## src/rtl/csel_pkg.sv

```systemverilog
package csel_pkg;

   typedef enum logic [2:0] {
      BS_IDLE   = 3'd0,
      BS_IO_RD  = 3'd1,
      BS_IO_WR  = 3'd2,
      BS_MEM_RD = 3'd3,
      BS_MEM_WR = 3'd4,
      BS_FETCH  = 3'd5,
      BS_HALT   = 3'd6,
      BS_RSVD   = 3'd7
   } bus_stat_e;

   typedef enum logic [1:0] {
      INI_CPU     = 2'd0,
      INI_DMA     = 2'd1,
      INI_REFRESH = 2'd2,
      INI_SPARE   = 2'd3
   } init_e;

   function automatic logic stat_is_mem(input logic [2:0] s);
      return (s == BS_MEM_RD) || (s == BS_MEM_WR) || (s == BS_FETCH);
   endfunction

   function automatic logic stat_is_io(input logic [2:0] s);
      return (s == BS_IO_RD) || (s == BS_IO_WR);
   endfunction

endpackage

```

## src/rtl/csel_region.sv

```systemverilog
module csel_region #(
   parameter int ADDR_W = 16,
   parameter int WS_W   = 4
) (
   input  logic              clk,
   input  logic              rst,
   input  logic              wr_en,
   input  logic [ADDR_W-1:0] wr_start,
   input  logic [ADDR_W-1:0] wr_size,
   input  logic              wr_io,
   input  logic [WS_W-1:0]   wr_ws,
   input  logic              wr_rdy,
   input  logic [ADDR_W-1:0] q_addr,
   input  logic              q_is_mem,
   input  logic              q_is_io,
   output logic              hit,
   output logic [WS_W-1:0]   ws,
   output logic              rdy_en
);

   localparam int EXT_W = ADDR_W + 1;

   logic [ADDR_W-1:0] base_q;
   logic [ADDR_W-1:0] size_q;
   logic              io_q;
   logic [WS_W-1:0]   ws_q;
   logic              rdy_q;

   always_ff @(posedge clk) begin
      if (rst) begin
         base_q <= '0;
         size_q <= '0;
         io_q   <= 1'b0;
         ws_q   <= '0;
         rdy_q  <= 1'b0;
      end else if (wr_en) begin
         base_q <= wr_start;
         size_q <= wr_size;
         io_q   <= wr_io;
         ws_q   <= wr_ws;
         rdy_q  <= wr_rdy;
      end
   end

   logic [EXT_W-1:0] limit;
   logic             in_win;
   logic             space_ok;

   always_comb begin
      limit    = {1'b0, base_q} + {1'b0, size_q};
      in_win   = (size_q != '0) && (q_addr >= base_q) &&
                 ({1'b0, q_addr} < limit);
      space_ok = io_q ? q_is_io : q_is_mem;
      hit      = in_win && space_ok;
   end

   assign ws     = ws_q;
   assign rdy_en = rdy_q;

endmodule

```

## src/rtl/csel_merge.sv

```systemverilog
module csel_merge #(
   parameter int NUM_CS  = 4,
   parameter int WS_W    = 4,
   parameter int DEF_WS  = 3,
   parameter bit DEF_RDY = 1'b1
) (
   input  logic [NUM_CS-1:0]           hit,
   input  logic [NUM_CS-1:0][WS_W-1:0] ws,
   input  logic [NUM_CS-1:0]           rdy,
   output logic [WS_W-1:0]             eff_ws,
   output logic                        eff_rdy
);

   logic [WS_W-1:0] ws_max;
   logic [WS_W-1:0] ws_min;
   logic            any_hit;
   logic            any_rdy;

   always_comb begin
      ws_max  = '0;
      ws_min  = '1;
      any_hit = 1'b0;
      any_rdy = 1'b0;
      for (int i = 0; i < NUM_CS; i++) begin
         if (hit[i]) begin
            any_hit = 1'b1;
            if (rdy[i])        any_rdy = 1'b1;
            if (ws[i] > ws_max) ws_max = ws[i];
            if (ws[i] < ws_min) ws_min = ws[i];
         end
      end
      if (!any_hit) begin
         eff_ws  = WS_W'(DEF_WS);
         eff_rdy = DEF_RDY;
      end else if (any_rdy) begin
         eff_ws  = ws_min;
         eff_rdy = 1'b1;
      end else begin
         eff_ws  = ws_max;
         eff_rdy = 1'b0;
      end
   end

endmodule

```

## src/rtl/csel_waitctl.sv

```systemverilog
module csel_waitctl #(
   parameter int NUM_CS = 4,
   parameter int WS_W   = 4
) (
   input  logic              clk,
   input  logic              rst,
   input  logic              launch,
   input  logic [NUM_CS-1:0] hit,
   input  logic [WS_W-1:0]   eff_ws,
   input  logic              eff_rdy,
   input  logic              cop_in,
   input  logic              bus_ready,
   output logic [NUM_CS-1:0] cs_n,
   output logic              busy,
   output logic              done,
   output logic [WS_W-1:0]   ws_q,
   output logic              rdy_q,
   output logic              cop_q
);

   logic [WS_W-1:0] cnt;

   assign done = busy && (cnt == '0) && (!rdy_q || bus_ready);

   always_ff @(posedge clk) begin
      if (rst) begin
         busy  <= 1'b0;
         cs_n  <= '1;
         cnt   <= '0;
         ws_q  <= '0;
         rdy_q <= 1'b0;
         cop_q <= 1'b0;
      end else if (!busy) begin
         if (launch) begin
            busy  <= 1'b1;
            cs_n  <= ~hit;
            cnt   <= eff_ws;
            ws_q  <= eff_ws;
            rdy_q <= eff_rdy;
            cop_q <= cop_in;
         end
      end else if (done) begin
         busy  <= 1'b0;
         cs_n  <= '1;
         cop_q <= 1'b0;
      end else if (cnt != '0) begin
         cnt <= cnt - 1'b1;
      end
   end

endmodule

```

## src/rtl/csel_decoder.sv

```systemverilog
module csel_decoder
   import csel_pkg::*;
#(
   parameter int NUM_CS      = 4,
   parameter int ADDR_W      = 16,
   parameter int WS_W        = 4,
   parameter int DEF_WS      = 3,
   parameter bit DEF_RDY     = 1'b1,
   parameter bit COP_EN      = 1'b1,
   parameter int COP_BASE    = 'h00F8,
   parameter int COP_SPAN_LG = 3,
   localparam int SEL_W      = (NUM_CS > 1) ? $clog2(NUM_CS) : 1
) (
   input  logic              clk,
   input  logic              rst,
   input  logic              cfg_we,
   input  logic [SEL_W-1:0]  cfg_sel,
   input  logic [ADDR_W-1:0] cfg_start,
   input  logic [ADDR_W-1:0] cfg_size,
   input  logic              cfg_io,
   input  logic [WS_W-1:0]   cfg_ws,
   input  logic              cfg_rdy,
   input  logic              cyc_start,
   input  logic [2:0]        cyc_status,
   input  logic [1:0]        cyc_init,
   input  logic [ADDR_W-1:0] cyc_addr,
   input  logic              bus_ready,
   output logic [NUM_CS-1:0] cs_n,
   output logic              cyc_busy,
   output logic              cyc_done,
   output logic [WS_W-1:0]   cyc_ws,
   output logic              cyc_rdy_req,
   output logic              cop_io_hit
);

   if (NUM_CS < 1 || NUM_CS > 32) begin : g_bad_num
      $error("csel_decoder: NUM_CS out of range");
   end
   if (WS_W < 1 || DEF_WS >= (1 << WS_W)) begin : g_bad_ws
      $error("csel_decoder: DEF_WS does not fit WS_W");
   end
   if (COP_SPAN_LG >= ADDR_W) begin : g_bad_cop
      $error("csel_decoder: coprocessor span too wide");
   end

   logic is_mem;
   logic is_io;
   logic launch;
   logic unused_init;

   assign is_mem      = stat_is_mem(cyc_status);
   assign is_io       = stat_is_io(cyc_status);
   assign launch      = cyc_start && (is_mem || is_io);
   assign unused_init = ^cyc_init;

   logic [NUM_CS-1:0]           hit;
   logic [NUM_CS-1:0][WS_W-1:0] ws_vec;
   logic [NUM_CS-1:0]           rdy_vec;

   for (genvar g = 0; g < NUM_CS; g++) begin : g_region
      csel_region #(
         .ADDR_W (ADDR_W),
         .WS_W   (WS_W)
      ) u_region (
         .clk      (clk),
         .rst      (rst),
         .wr_en    (cfg_we && (cfg_sel == SEL_W'(g))),
         .wr_start (cfg_start),
         .wr_size  (cfg_size),
         .wr_io    (cfg_io),
         .wr_ws    (cfg_ws),
         .wr_rdy   (cfg_rdy),
         .q_addr   (cyc_addr),
         .q_is_mem (is_mem),
         .q_is_io  (is_io),
         .hit      (hit[g]),
         .ws       (ws_vec[g]),
         .rdy_en   (rdy_vec[g])
      );
   end

   logic [WS_W-1:0] eff_ws;
   logic            eff_rdy;

   csel_merge #(
      .NUM_CS  (NUM_CS),
      .WS_W    (WS_W),
      .DEF_WS  (DEF_WS),
      .DEF_RDY (DEF_RDY)
   ) u_merge (
      .hit     (hit),
      .ws      (ws_vec),
      .rdy     (rdy_vec),
      .eff_ws  (eff_ws),
      .eff_rdy (eff_rdy)
   );

   logic cop_hit;

   if (COP_EN) begin : g_cop
      localparam logic [ADDR_W-1:0] COP_B = ADDR_W'(COP_BASE);
      assign cop_hit = is_io &&
         (cyc_addr[ADDR_W-1:COP_SPAN_LG] == COP_B[ADDR_W-1:COP_SPAN_LG]);
   end else begin : g_no_cop
      assign cop_hit = 1'b0;
   end

   csel_waitctl #(
      .NUM_CS (NUM_CS),
      .WS_W   (WS_W)
   ) u_wait (
      .clk       (clk),
      .rst       (rst),
      .launch    (launch),
      .hit       (hit),
      .eff_ws    (eff_ws),
      .eff_rdy   (eff_rdy),
      .cop_in    (cop_hit),
      .bus_ready (bus_ready),
      .cs_n      (cs_n),
      .busy      (cyc_busy),
      .done      (cyc_done),
      .ws_q      (cyc_ws),
      .rdy_q     (cyc_rdy_req),
      .cop_q     (cop_io_hit)
   );

endmodule

```

## config.mk

```make
export PLATFORM = sky130hd
export DESIGN_NAME = csel_decoder
export DESIGN_NICKNAME = d
export VERILOG_FILES = /design/src/rtl/csel_pkg.sv /design/src/rtl/csel_region.sv /design/src/rtl/csel_merge.sv /design/src/rtl/csel_waitctl.sv /design/src/rtl/csel_decoder.sv
export SDC_FILE = /design/constraint.sdc
export NUM_CORES = 1
export LEC_CHECK = 0
export CAP_MARGIN = 20
export CORE_MARGIN = 4
export CORE_UTILIZATION = 28
export DETAILED_ROUTE_END_ITERATION = 16
export DONT_BUFFER_PORTS = 1
export PLACE_DENSITY_LB_ADDON = 0.05
export SLEW_MARGIN = 25
export SYNTH_ARGS = -nofsm -noshare
export SYNTH_HDL_FRONTEND = slang
export SYNTH_SLANG_ARGS = --single-unit
```

## constraint.sdc

```tcl
create_clock -name clk -period 8.3 [get_ports clk]
set_clock_uncertainty 0.1 [all_clocks]
set_input_delay 1.66 -clock clk [delete_from_list [all_inputs] [get_ports clk]]
set_output_delay 1.66 -clock clk [all_outputs]
set_load 0.05 [all_outputs]
```

==> flow_metrics.py <==
metrics = {
    "timing": {
        "holdWs_ns": 0.3627,
        "final-hold-violation-count": 0,
        "max_freq_ghz": 0.1210,
        "fin_ws_ns": 0.03277,
        "rsz0062_at_grt": "true",
        "finalSetupViolations": 0,
        "tightest_slew_ns": 1.029,
        "slew_violations": 0,
        "period_needed_ns": 8.267,
        "relSlewSlack": 0.3143,
        "period_share": 0.9961,
    },
    "synthesis": {
        "syn-num-nets": 1990,
        "synthArstFlopShare": 0,
        "synth_edf_count": 0,
        "syn_avg_cell_area_um2": 7.660,
        "yosys_warnings": 0,
        "postSynthCellCount": 1707,
        "synth_seq_cells": 167,
        "synth_cell_types": 83,
        "seq_area_frac_synth": 0.2557,
        "ys.flop_type": "dfxtp_1",
        "synth_area_um2": 13080,
    },
    "floorplan": {
        "die_x_um": 224.1,
        "dieArea_um2": 50220,
        "start_util": 0.2857,
        "fp-row-count": 78,
        "die_h_um": 224.1,
        "core_um2": 45770,
        "num_io_pins": 78,
    },
    "grt": {
        "grt_max_degree": 161,
        "grt_pass1_wl_um": 75410,
        "grt_pass1_vias": 11440,
        "gr-total-overflow": 0,
        "grt_antenna_before_repair": 0,
        "globalRouteTotalUtil": 0.2020,
    },
    "power_and_ir_drop": {
        "p_clk_frac": 0.387,
        "p_sw_uw": 675.4,
        "combPwrFrac": 0.205,
        "intPower_uw": 1465,
        "p_per_area_nw_per_um2": 138.9,
        "seqPwrFrac": 0.408,
        "peakVddDrop_mv": 0.1170,
        "total_leakage_power_uw": 0.006028,
        "swShare": 0.3155,
    },
    "cells_and_area": {
        "final_common_cell": "nand2_1",
        "stdcell_area_um2": 15410,
        "area_delta_synth_final_pct": 17.88,
        "layout.nets": 2057,
        "layout_common_cells": "nand2_1 (367), a21oi_1 (242), ha_1 (202)",
        "diodes": 0,
        "layout-drive-gt1-share": 0.1316,
        "layoutNonFillerInstCount": 2386,
        "fin_util": 0.3368,
    },
    "detailed_routing": {
        "drc": 0,
        "wl_per_cell_um": 21.43,
        "ant_nets": 0,
        "drtPass1Iterations": 5,
        "routed_wl_um": 51130,
        "drtIter0Drc": 695,
        "vias_per_cell": 5.168,
        "vias": 12330,
    },
    "worst_setup_path": {
        "critPathMaxStageDelay_ns": 0.39,
        "crit_required_ns": 8.57,
        "worstSetupEndpointType": "flop",
        "critPathLaunchType": "flop",
        "crit_slowest_cell": "a2111o_1",
        "cp_max_fo": 4,
        "path_class": "reg2reg",
        "arrival_ns": 8.54,
    },
    "cts": {
        "path_clk_slew_ns": 0.07,
        "numCtsBuffers": 17,
        "clock-sinks": 167,
        "insertion_delay_ns": 0.50,
        "ctsHtreeMaxLevel": 4,
        "clockBufferDepth": 2,
        "cts_tree": "done",
        "root_buffer": "clkbuf_16",
    },
    "outcome": {
        "status": "finished, final reports clean",
    },
    "placement": {
        "dpl_cell_area_um2": 14230,
        "dpl.hpwl_um": 38410,
        "place_inst": 2330,
        "io_buffers": 0,
        "gp_congestion": 0.8367,
        "pre_cts_ws_ns": -0.7111,
    },
    "job": {
        "maxCapViolations": 0,
    },
    "hold_path": {
        "min_path_type": "reg2reg",
    },
}
==> state kept, by name, indices dropped and copies added (netlist names), 4 cells and up <==
signal and count:
u_wait.cnt 4, u_wait.ws_q 4, g_region.u_region.ws 16, g_region.u_region.size_q 64, u_wait.cs_n 4, g_region.u_region.io_q 4
g_region.u_region.rdy_en 4, g_region.u_region.base_q 64
==> path summary, 6_finish.rpt <==
check | startpoint | to | slack, ns | cells after the start
setup / recovery | g_region[0].u_region.base_q[0]$_SDFFE_PP0P_ | u_wait.cnt[0]$_SDFFE_PP0P_ | 0.03 | 40
hold / removal | g_region[2].u_region.rdy_en$_SDFFE_PP0P_ | g_region[2].u_region.rdy_en$_SDFFE_PP0P_ | 0.36 | 2
setup reg to reg | g_region[0].u_region.base_q[0]$_SDFFE_PP0P_ | u_wait.cnt[0]$_SDFFE_PP0P_ | 0.03 | 40
hold reg to reg | g_region[2].u_region.rdy_en$_SDFFE_PP0P_ | g_region[2].u_region.rdy_en$_SDFFE_PP0P_ | 0.36 | 2
==> critical path, delay by kind of cell, from the launching register on <==
family	cells	cell delay [ns]
compound gates	24	4.45
fa+ha+maj	6	1.51
simple gates	7	1.38
flops	1	0.34
buf+inv	2	0.18
xor+xnor	1	0.17
==> synth_stat cells, drive strengths merged, types with 5 or more instances <==
cell | number | area (µm²)
a21o | 24 | 180.2
a41oi | 5 | 58.81
nor4 | 22 | 137.6
nor3 | 25 | 125.1
nand2 | 373 | 1405
a31oi | 7 | 43.79
o211ai | 18 | 145.1
or2 | 8 | 52.55
a2111oi | 6 | 65.06
clkbuf | 50 | 187.7
xor2 | 34 | 305.3
xnor2 | 19 | 166.4
buf | 6 | 22.52
nand4 | 18 | 112.6
a21boi | 6 | 45.04
o31ai | 6 | 55.05
or3 | 14 | 92.59
nor2 | 61 | 229.0
nand2b | 19 | 118.9
a211o | 7 | 61.31
a211oi | 26 | 212.7
and3 | 9 | 56.30
o21ai | 63 | 315.3
a21oi | 250 | 1251
ha | 213 | 2665
inv | 100 | 375.4
dfxtp | 167 | 3343
mux2i | 7 | 82.58
nor2b | 15 | 93.84
o22ai | 10 | 62.56
o2111ai | 7 | 78.83
nand3 | 33 | 177.7
o21a | 16 | 120.1
o21bai | 8 | 60.06
and2 | 5 | 33.78
==> stage by stage <==
step           total power [µW]  setup TNS [ns]
5_1_grt                    2259          -2.090
2_1_floorplan              1170               0
4_1_cts                    2156               0
3_3_place_gp               1295          -4.266
3_5_place_dp               1299          -4.998
6_report                   2141               0
==> final cells by class <==
type                       count  area, µm²
clock buffer                  19      442.9
clock inverter                12      127.6
fill                        4901      30360
inverter                     100      375.4
multi-input combinational   1384       9578
sequential                   167       3344
tap                          600      750.7
timing repair buffer         104      795.8
==> routing by layer <==
layer / vias up / track usage / part of all wire
met3: 34 / 0.04141 / 0.046
li1: 6220 / - / -
met2: 220 / 0.2914 / 0.42
met1: 5856 / 0.3032 / 0.52
met5: - / 0 / 0
met4: 0 / 0.05528 / 0.016
==> cell families after synthesis <==
group | Yosys count | synth area share
XOR/XNOR | 53 | 0.03607
AND/OR/NAND/NOR | 618 | 0.2120
buffers and inverters | 156 | 0.04478
flip-flops | 167 | 0.2557
adder cells (fa/ha/maj) | 217 | 0.2099
AO/OA/AOI/OAI | 486 | 0.2320
multiplexers | 10 | 0.009473
==> timing repair <==
item	CTS	global route
pin swaps	20	46
hold buffers	0	0
buffers inserted	16	9
gates resized for setup	32	51
setup endpoints to repair	8	8
==> power by group through the flow <==
stage / Sequential (µW) / Clock [µW] / Combinational (µW)
final: 874 / 828 / 438
after global routing: 879 / 885 / 495
after CTS: 874 / 859 / 423
after detailed placement: 892 / 0 / 407
after global placement: 892 / 0 / 403
after floorplan: 878 / 0 / 292
Note: power is estimated with default switching activity, not from simulation.
